$ cat src/rtl/baud_rate_pkg.sv
// Package: shared types and helpers for the bit-rate tick generator.
// Assumes the mode inputs are static between divisor writes.
package baud_rate_pkg;

    typedef enum logic [1:0] {
        PS_SLOW = 2'd0,
        PS_MID  = 2'd1,
        PS_FAST = 2'd2
    } prescale_sel_e;

    // Maps the three mode inputs onto a prescale choice.
    function automatic prescale_sel_e pick_prescale(input logic sync_m,
                                                    input logic wide_m,
                                                    input logic fast_m);
        prescale_sel_e sel;
        if (sync_m)
            sel = PS_FAST;
        else if (wide_m && fast_m)
            sel = PS_FAST;
        else if (wide_m || fast_m)
            sel = PS_MID;
        else
            sel = PS_SLOW;
        return sel;
    endfunction

    // Three-input majority.
    function automatic logic vote3(input logic a, input logic b, input logic c);
        return (a & b) | (a & c) | (b & c);
    endfunction

endpackage

$ cat src/rtl/baud_div_counter.sv
// Module: divisor register and free-running divisor counter.
// Produces base_tick once every (n+1) cycles, n being the stored divisor
// truncated to NARROW_W bits unless wide_m is set. A write clears the count.
// Assumes NARROW_W < DIV_W.
module baud_div_counter #(
    parameter int DIV_W    = 16,
    parameter int NARROW_W = 8
) (
    input  logic             clk,
    input  logic             rst_n,
    input  logic [DIV_W-1:0] div_in,
    input  logic             div_wr,
    input  logic             wide_m,
    output logic             base_tick
);
    logic [DIV_W-1:0] div_q;
    logic [DIV_W-1:0] cnt_q;
    logic [DIV_W-1:0] limit;

    // Select the effective terminal value for the active counter width.
    always_comb begin
        limit = div_q;
        if (!wide_m)
            limit[DIV_W-1:NARROW_W] = '0;
    end

    // Terminal count; >= keeps the counter safe after a width change.
    assign base_tick = (cnt_q >= limit);

    // Store the divisor and run the counter, restarting on every write.
    always_ff @(posedge clk) begin
        if (!rst_n) begin
            div_q <= '0;
            cnt_q <= '0;
        end else if (div_wr) begin
            div_q <= div_in;
            cnt_q <= '0;
        end else if (base_tick) begin
            cnt_q <= '0;
        end else begin
            cnt_q <= cnt_q + DIV_W'(1);
        end
    end
endmodule

$ cat src/rtl/baud_prescaler.sv
// Module: prescale counter advancing on divisor terminal counts.
// Divides base ticks by SLOW_DIV, MID_DIV or FAST_DIV, flags the bit tick
// and, in asynchronous mode, three sample strobes around the mid point.
// Assumes every ratio is at least 4 and SLOW_DIV is the largest.
module baud_prescaler
    import baud_rate_pkg::*;
#(
    parameter int SLOW_DIV = 64,
    parameter int MID_DIV  = 16,
    parameter int FAST_DIV = 4
) (
    input  logic          clk,
    input  logic          rst_n,
    input  logic          clear,
    input  logic          base_tick,
    input  prescale_sel_e sel,
    input  logic          sync_m,
    output logic          bit_tick,
    output logic          sample_tick,
    output logic          sample_last
);
    localparam int CNT_W = $clog2(SLOW_DIV);
    localparam int EXT_W = CNT_W + 1;
    localparam logic [EXT_W-1:0] SLOW_R = EXT_W'(SLOW_DIV);
    localparam logic [EXT_W-1:0] MID_R  = EXT_W'(MID_DIV);
    localparam logic [EXT_W-1:0] FAST_R = EXT_W'(FAST_DIV);

    logic [CNT_W-1:0] pre_q;
    logic [EXT_W-1:0] pre_ext;
    logic [EXT_W-1:0] ratio;
    logic [EXT_W-1:0] mid;
    logic             wrap;
    logic             in_window;

    // Pick the division ratio from the selected prescale.
    always_comb begin
        unique case (sel)
            PS_MID:  ratio = MID_R;
            PS_FAST: ratio = FAST_R;
            default: ratio = SLOW_R;
        endcase
    end

    // Derive wrap point and sample window from the ratio.
    always_comb begin
        pre_ext   = {1'b0, pre_q};
        mid       = ratio >> 1;
        wrap      = (pre_ext >= ratio - EXT_W'(1));
        in_window = (pre_ext == mid - EXT_W'(1)) || (pre_ext == mid) ||
                    (pre_ext == mid + EXT_W'(1));
    end

    assign bit_tick    = base_tick && wrap;
    assign sample_tick = base_tick && !sync_m && in_window;
    assign sample_last = sample_tick && (pre_ext == mid + EXT_W'(1));

    // Advance the prescale count on terminal counts; clear on divisor write.
    always_ff @(posedge clk) begin
        if (!rst_n)
            pre_q <= '0;
        else if (clear)
            pre_q <= '0;
        else if (base_tick)
            pre_q <= wrap ? '0 : pre_q + CNT_W'(1);
    end
endmodule

$ cat src/rtl/rx_majority.sv
// Module: three-sample majority vote of the receive line.
// Holds the first two samples of a bit and resolves the level on the third.
// Assumes sample strobes arrive in groups of three, the last flagged.
module rx_majority
    import baud_rate_pkg::*;
(
    input  logic clk,
    input  logic rst_n,
    input  logic rx_line,
    input  logic sample_tick,
    input  logic sample_last,
    output logic rx_bit
);
    logic [1:0] early_q;

    // Capture early samples and resolve the bit on the final one.
    always_ff @(posedge clk) begin
        if (!rst_n) begin
            early_q <= 2'b11;
            rx_bit  <= 1'b1;
        end else if (sample_last) begin
            rx_bit  <= vote3(early_q[1], early_q[0], rx_line);
        end else if (sample_tick) begin
            early_q <= {early_q[0], rx_line};
        end
    end
endmodule

$ cat src/rtl/baud_rate_gen.sv
// Module: top of the bit-rate tick generator.
// Wires the divisor counter, the prescaler and the receive vote together.
// Assumes mode inputs change only together with a divisor write.
module baud_rate_gen
    import baud_rate_pkg::*;
#(
    parameter int DIV_W    = 16,
    parameter int NARROW_W = 8,
    parameter int SLOW_DIV = 64,
    parameter int MID_DIV  = 16,
    parameter int FAST_DIV = 4
) (
    input  logic             clk,
    input  logic             rst_n,
    input  logic [DIV_W-1:0] div_in,
    input  logic             div_wr,
    input  logic             sync_mode,
    input  logic             wide_mode,
    input  logic             fast_mode,
    input  logic             rx_line,
    output logic             bit_tick,
    output logic             sample_tick,
    output logic             rx_bit
);
    logic          base_tick;
    logic          sample_last;
    prescale_sel_e sel;

    // Decode the mode inputs into a prescale choice.
    always_comb sel = pick_prescale(sync_mode, wide_mode, fast_mode);

    baud_div_counter #(
        .DIV_W    (DIV_W),
        .NARROW_W (NARROW_W)
    ) div_cnt_i (
        .clk       (clk),
        .rst_n     (rst_n),
        .div_in    (div_in),
        .div_wr    (div_wr),
        .wide_m    (wide_mode),
        .base_tick (base_tick)
    );

    baud_prescaler #(
        .SLOW_DIV (SLOW_DIV),
        .MID_DIV  (MID_DIV),
        .FAST_DIV (FAST_DIV)
    ) prescale_i (
        .clk         (clk),
        .rst_n       (rst_n),
        .clear       (div_wr),
        .base_tick   (base_tick),
        .sel         (sel),
        .sync_m      (sync_mode),
        .bit_tick    (bit_tick),
        .sample_tick (sample_tick),
        .sample_last (sample_last)
    );

    rx_majority vote_i (
        .clk         (clk),
        .rst_n       (rst_n),
        .rx_line     (rx_line),
        .sample_tick (sample_tick),
        .sample_last (sample_last),
        .rx_bit      (rx_bit)
    );
endmodule

$ cat config.mk
export PLATFORM = sky130hd
export DESIGN_NAME = baud_rate_gen
export DESIGN_NICKNAME = d
export VERILOG_FILES = /design/src/rtl/baud_rate_pkg.sv /design/src/rtl/baud_div_counter.sv /design/src/rtl/baud_prescaler.sv /design/src/rtl/rx_majority.sv /design/src/rtl/baud_rate_gen.sv
export SDC_FILE = /design/constraint.sdc
export NUM_CORES = 1
export LEC_CHECK = 0
export BUFFER_PORTS_ARGS = -buffer_cell sky130_fd_sc_hd__buf_2
export CAP_MARGIN = 20
export CORE_ASPECT_RATIO = 1.25
export CORE_MARGIN = 2
export CORE_UTILIZATION = 40
export DETAILED_ROUTE_END_ITERATION = 16
export SYNTH_ARGS = -nofsm -noshare
export SYNTH_HDL_FRONTEND = slang
export SYNTH_SLANG_ARGS = --single-unit
$ cat constraint.sdc
create_clock -name clk -period 2.15 [get_ports clk]
set_input_delay 0.1075 -clock clk [delete_from_list [all_inputs] [get_ports clk]]
set_output_delay 0.1075 -clock clk [all_outputs]
set_load 0.005 [all_outputs]
==> metrics.txt, run 1 <==
Worst Hold Class=input port to register; register area share after synthesis=34.0%; initial antenna violation count=0; vias in the first global route=2,030; antenna viol nets, final=0; post-synth top area share=34.0%; Cell variety after synth=47; Slew headroom=61.0%; core area=5820 um2; clock sink count=41; hold-fix buffers at CTS=0; Port-buffer cells=25; Crit path max-delay family=simple AND/OR/NAND/NOR gates; WP buf/inv=1; peak supply drop=0.391 mV; Final Net Count=372; global-route wire length before repair=9.03 mm; worst slew pin tran=583 ps; Vias/cell=5.24; area delta synth->final=31.2%; Synth Flop Type=dfxtp_1; Final Skew=7.37 ps; multiplexer area fraction after synthesis=7.92%; final setup fails=2; status=finished with violations; Final WS setup=-36.8 ps; Setup CP Type=register to register; EDFF count, synth=0; num ports=26; CP max FO=3; pwr dens=518 nW/um2; Yosys Warn Count=0; CTS tree=built; die area=6680 um2; pre-CTS worst setup slack=-184 ps; total power=1640 uW; Worst EP arrival=2360 ps; clock transition at the registers of the reported paths=80 ps; Placed Area=2830 um2; TritonCTS Buffers=5; failing checks=negative setup slack; type of origin of the critical path=register; 1st-iter DRT viols=55; crit end category=register; syn avg cell area=9.09 um2; Tot GR Track Use=17.3%; drt first pass iters=6; Syn Inst Count=266; Post-Synth XOR/XNOR Area=6.16%; leading area contributor after synthesis=dfxtp_1; DRC viols=0; clock latency on the worst-skew pair=290 ps; Initial Utilization=41.5%; max-slew violations=0; top post-synthesis cells by area=dfxtp_1 (34%), ha_1 (13%), mux2i_1 (7.5%), nor2b_1 (5.7%), xnor2_1 (4.0%); FFs w/ async S/R, synth=0%; cell area after layout=3170 um2; fin crit share=102%; final hold vios=0; LEAKAGE=0.00130 uW; fin crit period=2190 ps; layout cells sized above 1=34.2%; H-tree depth=2; crit-path cells=nand2_1 -> ha_1 -> and4_4 -> buf_6 -> nand4_1 -> o311a_4 -> a211oi_2 -> mux2_1; routed vias=2,049; FMAX=457 MHz; Slowest cell on crit path=mux2_1; Seq cells post-synth=41; hpwl dp=3.98 mm; die height=90.9 um; simple-gate share of the synthesized area=22.4%; RD Place Congestion=0.877; # rows=31; RSZ-0062 raised after global routing=true; complex-gate fraction of the synthesized area=12.3%; WL final=5.46 mm; largest net degree at the start of global routing=23; maximum root-to-sink buffer count=2; Max-Cap Viols=0; Worst path max stage delay=340 ps; clk root buf=clkbuf_8; CP Data Required Time=2330 ps; routed len/inst=14.0 um; synthesized area=2420 um2; synthesized net count=314; Die Wd=73.5 um; Adder-Cell Fraction of Synth Area=12.9%; main combinational cell family by area after synthesis=simple AND/OR/NAND/NOR gates; Congestion Overflow GR=0; Antenna diodes=0
flip-flops by register name, indices dropped and copies added (netlist names):
register and flops:
div_cnt_i.cnt_q 16, div_cnt_i.div_q 16, prescale_i.pre_q 6, vote_i.early_q 2, vote_i.rx_bit 1
cells in the final DEF (no fill, tap or decap), drive strengths merged, types with 3 or more instances in the layout:
master and instances:
a211oi 5, a21oi 6, and4 7, buf 61
clkbuf 7, dfxtp 41, ha 25, inv 14
mux2i 18, nand2 20, nand2b 3, nand3 14
nor2 23, nor2b 22, nor3 5, o21ai 4
or2 3, xnor2 11, xor2 6
final cells by class:
type | instances | area, um2
Multi-Input combinational cell | 201 | 1670
Fill cell | 551 | 2650
Tap cell | 66 | 82.6
Clock buffer | 7 | 96.3
Sequential cell | 41 | 831
Clock inverter | 1 | 5.00
Timing Repair Buffer | 61 | 432
Inverter | 14 | 52.6
synthesized netlist by cell type, types with 2 or more instances:
| cell type | instances |
|---|---|
| a211o_1 | 2 |
| xnor2_1 | 11 |
| a211oi_1 | 2 |
| o21ai_0 | 4 |
| o211ai_1 | 2 |
| o21a_1 | 2 |
| nand2_1 | 19 |
| o2bb2ai_1 | 2 |
| a211oi_2 | 2 |
| buf_2 | 2 |
| a22oi_1 | 2 |
| mux2i_1 | 18 |
| nor2b_1 | 22 |
| nand2b_1 | 3 |
| inv_1 | 14 |
| and4_1 | 7 |
| a22o_1 | 2 |
| or2_2 | 3 |
| clkbuf_1 | 5 |
| a32o_1 | 2 |
| dfxtp_1 | 41 |
| nor3_1 | 5 |
| ha_1 | 25 |
| nor2_1 | 23 |
| a21oi_1 | 6 |
| nand4_1 | 2 |
| xor2_1 | 6 |
| nand3_1 | 13 |
where the power goes:
part / internal [uW] / leakage, uW / switching (uW) / total [uW]
clock network: 290 / 0.0000542 / 262 / 552
logic: 154 / 0.000913 / 139 / 293
registers: 782 / 0.000337 / 14.2 / 796
path summary, 6_finish.rpt:
path | endpoint | from | slack, ps | cells past startpoint
setup reg to reg | vote_i.rx_bit | div_cnt_i.div_q[13] | -40 | 8
hold reg to reg | div_cnt_i.div_q[12] | div_cnt_i.div_q[12] | 520 | 2
hold / removal | div_cnt_i.div_q[13] | div_in[13] | 70 | 3
setup / recovery | vote_i.rx_bit | div_cnt_i.div_q[13] | -40 | 8
per-stage QoR:
stage	std cells	hold slack [ps]	setup TNS [ps]	util [%]
after floorplan	266	251	0	-
after global placement	379	366	-1080	48.7
after detailed placement	379	374	-1910	48.7
after CTS	390	59.7	0	52.2
after global routing	391	72.3	-635	54.5
final	391	67.7	-37.9	54.5
cell families after synthesis:
logic type	after synthesis
AO/OA/AOI/OAI	37
XOR/XNOR	17
adder cells (fa/ha/maj)	25
buffers and inverters	24
flip-flops	41
multiplexers	19
AND/OR/NAND/NOR	103
layer usage:
metal	vias up	wire, um	part of all wire [%]	GRT usage (%)
met5	-	0	0	0
met4	0	135	2.5	6.36
met3	14	154	2.8	3.46
met2	38	2940	54	30.3
met1	953	2230	41	20.1
li1	1044	-	-	-
tightest hold or removal path: stages:
cell     delay (ps)
buf_2            70
mux2i_1          50
nor2b_1          90
repair_timing:
item                       in CTS  in global routing
pin swaps                       7                 15
gates resized for setup        19                 27
setup buffers                   3                  1
setup endpoints to repair      26                 23
cloned                          0                  0
Note: power is estimated with default switching activity, not from simulation.
==> inputs of run 2 (changes only) <==
- SKIP_CTS_REPAIR_TIMING: unset -> 1
==> run 2 against run 1 <==
The flow still finishes with violations (negative setup slack). Non-clock buffer count shrank 2. Fmax shrank 0.50%. Sequential share of layout area grew 0.36 points. Critical endpoint unchanged.
==> metrics.txt, run 2 (synthesis results as in run 1) <==
Initial Utilization=41.5% (unchanged); fillers=558 (+1.3%); DRC viols=0 (unchanged); routed vias=2,005 (-2.1%); top routing layer in use=met4; Die Wd=73.5 um (unchanged); num ports=26 (unchanged); max-slew violations=0 (unchanged); die area=6680 um2 (unchanged); Final WS setup=-47.8 ps (-11.1 ps); worst slew pin tran=546 ps (-37.4 ps); LEAKAGE=0.00129 uW (-1.1%); hpwl dp=3.98 mm (unchanged); Vias/cell=5.15 (-1.6%); clock latency on the worst-skew pair=290 ps (about the same); 1st-iter DRT viols=42 (-24%); cell area after layout=3130 um2 (-1.2%); routed len/inst=13.6 um (-2.4%); pwr dens=520 nW/um2 (+0.38%); FMAX=455 MHz (-0.50%); metal3 WL=156 um (+1.3%); die height=90.9 um (unchanged); hold slack=65.7 ps (-1.99 ps); Worst Hold Class=input port to register; crit end category=register; final hold vios=0 (unchanged); most frequent cells in the layout=dfxtp_1 (32), buf_4 (31), buf_2 (25); worst r2r src=div_cnt_i.div_q[13]; core area=5820 um2 (unchanged); TritonCTS Buffers=5 (unchanged); Port-buffer cells=25 (unchanged); Antenna diodes=0 (unchanged); final setup fails=4 (+2); Worst setup endpoint=vote_i.rx_bit; layout cells sized above 1=33.1% (-1.0 points); global-route wire length before repair=8.56 mm (-5.2%); largest net degree at the start of global routing=23 (unchanged); Worst EP arrival=2380 ps (+20 ps); WL met2=2.82 mm (-4.0%); maximum root-to-sink buffer count=2 (unchanged); total power=1630 uW (-0.85%); drt first pass iters=4 (-2); RD Place Congestion=0.877 (unchanged); worst r2r dst=vote_i.rx_bit; status=finished with violations; CP Data Required Time=2330 ps (about the same); area delta synth->final=29.6%; clk root buf=clkbuf_8; Placed Area=2830 um2 (unchanged); Max-Cap Viols=0 (unchanged); crit path launch=div_cnt_i.div_q[13]; registers with the most flip-flops=div_cnt_i.cnt_q: 16 flops, div_cnt_i.div_q: 16 flops, prescale_i.pre_q: 6 flops; clock transition at the registers of the reported paths=80 ps (about the same); WL final=5.30 mm (-2.9%); H-tree depth=2 (unchanged); RSZ-0062 raised after global routing=true; Final Net Count=370 (-0.54%); vias in the first global route=1,939 (-4.5%); Tot GR Track Use=16.4% (-0.89 points); failing checks=negative setup slack; peak supply drop=0.411 mV (+5.1%); fin crit period=2200 ps (+11.1 ps); antenna viol nets, final=0 (unchanged); initial antenna violation count=0 (unchanged); Final Skew=7.72 ps (+0.347 ps); type of origin of the critical path=register; Slew headroom=63.5% (+2.5 points); worst r2r path cells=8 (unchanged); fin crit share=102% (+0.51 points); commonest non-fill, non-tap cell in the layout=dfxtp_1; CP max FO=8 (+5); clock sink count=41 (unchanged); reg2reg setup slack=-50 ps (about the same); Congestion Overflow GR=0 (unchanged); WL met1=2.23 mm (+0.13%); # rows=31 (unchanged); Setup CP Type=register to register; CTS tree=built; pre-CTS worst setup slack=-184 ps (unchanged)
-- run 2: routing by layer --
metal / vias to the layer above / track usage, %
met5: - / 0
met4: 0 / 5.61
met3: 9 / 3.46
met2: 30 / 28.9
met1: 926 / 19.0
li1: 1040 / -
-- run 2: where the power goes --
part / leakage [uW] / total, uW / internal, uW / switching (uW)
sequential: 0.000337 / 796 / 782 / 13.5
combinational: 0.000898 / 277 / 142 / 134
clock: 0.0000542 / 555 / 290 / 265
-- run 2: cell type report --
type                       instances  area [um2]  area share (%)
clock buffer                       7        96.3            3.08
clock inverter                     1        5.00           0.160
inverter                          14        52.6            1.68
multi-input combinational        201        1660            53.1
sequential                        41         832            26.6
tap                               66        82.6            2.64
timing repair buffer              59         400            12.8
-- run 2: worst min path at each step --
stage,from,to,slack [ps],cells past startpoint
final,div_in[13],div_cnt_i.div_q[13],70,3
after global routing,div_in[13],div_cnt_i.div_q[13],70,3
after CTS,div_in[13],div_cnt_i.div_q[13],60,3
after detailed placement,div_in[10],div_cnt_i.div_q[10],370,3
after global placement,div_in[9],div_cnt_i.div_q[9],370,3
after floorplan,sync_mode,sample_tick,250,1
-- run 2: critical path, cell delays in order, from the launching register on --
cell and delay [ps]:
dfxtp_2 340, nand2_1 60, ha_1 290, and4_4 250
buf_6 90, nand4_1 200, o311a_4 250, a211oi_2 260
mux2_1 340
-- run 2: metrics by stage --
| step | setup TNS, ps | std cells | utilization [%] |
|---|---|---|---|
| 2_1_floorplan | 0 | 266 | - |
| 3_3_place_gp | -1080 | 379 | 48.7 |
| 3_5_place_dp | -1910 | 379 | 48.7 |
| 4_1_cts | -1460 | 387 | 50.4 |
| 5_1_grt | -516 | 389 | 53.8 |
| 6_report | -82.0 | 389 | 53.8 |
==> inputs of run 3 (changes only) <==
- CORE_MARGIN: 2 -> 4
==> run 3 against run 2 <==
The run now ends clean. Critical path type unchanged. Register-to-register slack gained 80 ps. Die area rose by 10%. Clock skew down 2.5 ps. Critical path depth grew 1. Largest cell class unchanged. Routed wire length is 3.8% higher. Clock power is essentially flat. Combinational power grew 10%. Design area increased by 3.6%. Count of clock-buffer cells in the layout stayed put. Hold slack improved by 3.4 ps. First-iteration DRC count increased by 24%. Setup slack improved by 78 ps.
==> metrics.txt, run 3 (synthesis results as in run 1) <==
placed cell count=377 (-0.53%); registers with the most flip-flops=div_cnt_i.cnt_q: 16 flops, div_cnt_i.div_q: 16 flops, prescale_i.pre_q: 6 flops; H-tree depth=2 (unchanged); CP max FO=8 (unchanged); vias in the first global route=2,006 (+3.5%); pwr dens=511 nW/um2 (-1.7%); layout cells sized above 1=36.1% (+3.0 points); # rows=31 (unchanged); Worst Hold Class=input port to register; M1 GR Usage=16.8% (-2.2 points); RSZ-0062 raised after global routing=true; num ports=26 (unchanged); Slew headroom=56.8% (-6.7 points); core area=5820 um2 (unchanged); routed len/inst=14.0 um (+2.8%); Port-buffer cells=25 (unchanged); WL final=5.51 mm (+3.8%); Tot GR Track Use=14.9% (-1.5 points); met3 Use GR=2.96% (-0.50 points); Vias/cell=5.18 (+0.51%); CP Data Required Time=2370 ps (+40 ps); maximum root-to-sink buffer count=2 (unchanged); final hold vios=0 (unchanged); busiest layer in global routing=met2; drt first pass iters=4 (unchanged); fin crit period=2120 ps (-77.7 ps); 1st-iter DRT viols=52 (+24%); clock sink count=41 (unchanged); die area=7360 um2 (+10%); antenna viol nets, final=0 (unchanged); largest net degree at the start of global routing=23 (unchanged); Finished Layout Cells=393 (+1.0%); Setup CP Type=register to register; clock latency on the worst-skew pair=290 ps (about the same); die height=94.9 um (+4.4%); FMAX=472 MHz (+3.7%); Max-Cap Viols=0 (unchanged); area delta synth->final=34.2%; hold slack=69.0 ps (+3.37 ps); CTS tree=built; LEAKAGE=0.00131 uW (+1.9%); Worst EP arrival=2340 ps (-40 ps); hpwl dp=3.97 mm (-0.15%); clock transition at the registers of the reported paths=80 ps (about the same); crit end category=register; most frequent cells in the layout=dfxtp_1 (34), buf_4 (33), buf_2 (25); Antenna diodes=0 (unchanged); TritonCTS Buffers=5 (unchanged); final setup fails=0 (-4); initial antenna violation count=0 (unchanged); commonest non-fill, non-tap cell in the layout=dfxtp_1; Congestion Overflow GR=0 (unchanged); global-route wire length before repair=8.71 mm (+1.8%); max-slew violations=0 (unchanged); Final Net Count=374 (+1.1%); Die Wd=77.5 um (+5.4%); GRT met2 Usage=27.2% (-1.7 points); RD Place Congestion=0.828 (-5.5%); worst slew pin tran=647 ps (+100 ps); setup TNS=0 ps (+82.0 ps); peak supply drop=0.382 mV (-7.1%); type of origin of the critical path=register; clk root buf=clkbuf_8; DRC viols=0 (unchanged); Initial Utilization=41.5% (unchanged); status=finished, final reports clean; routed vias=2,036 (+1.5%); fin crit share=98.6% (-3.6 points); Final Skew=5.24 ps (-2.48 ps)
## run 3: critical path: stages, from the launching register on
cell and delay, ps:
dfxtp_2 340, nand2_2 80, ha_4 270, and4_4 250, buf_6 100, nand4_1 180
o311a_4 230, buf_6 140, a211oi_4 260, mux2i_1 200
## run 3: power breakdown
| group | switching [uW] | total [uW] | internal, uW |
|---|---|---|---|
| registers | 13.7 | 796 | 782 |
| logic | 144 | 306 | 162 |
| clock network | 266 | 556 | 290 |
| total | 423 | 1660 | 1230 |
## run 3: through the flow
stage	worst slack [ps]	area (um2)	util (%)	total power [uW]
after floorplan	5.74	2420	-	956
after global placement	-145	2820	48.4	1040
after detailed placement	-175	2820	48.4	1040
after CTS	-229	2920	50.2	1610
after global routing	-84.3	3240	55.8	1750
final	29.9	3240	55.8	1660
## run 3: routing by layer
metal	vias to the layer above	routed length, um
met1	944	2370
met2	32	2840
li1	1046	-
met5	-	0
met4	0	151
met3	14	144
## run 3: cell type report
| type | count | area (um2) |
|---|---|---|
| Multi-Input combinational cell | 201 | 1720 |
| Clock inverter | 1 | 5.00 |
| Clock buffer | 7 | 96.3 |
| Inverter | 14 | 52.6 |
| Timing Repair Buffer | 63 | 455 |
| Tap cell | 66 | 82.6 |
| Fill cell | 522 | 2570 |
| Sequential cell | 41 | 830 |
## run 3: path summary, 6_finish.rpt
path,from,to,slack [ps],depth (start not counted)
worst max-delay path,div_cnt_i.div_q[10],vote_i.early_q[0],30,9
worst min-delay path,div_in[9],div_cnt_i.div_q[9],70,3
worst max register to register,div_cnt_i.div_q[10],vote_i.early_q[0],30,9
worst min register to register,div_cnt_i.cnt_q[0],div_cnt_i.cnt_q[0],520,2
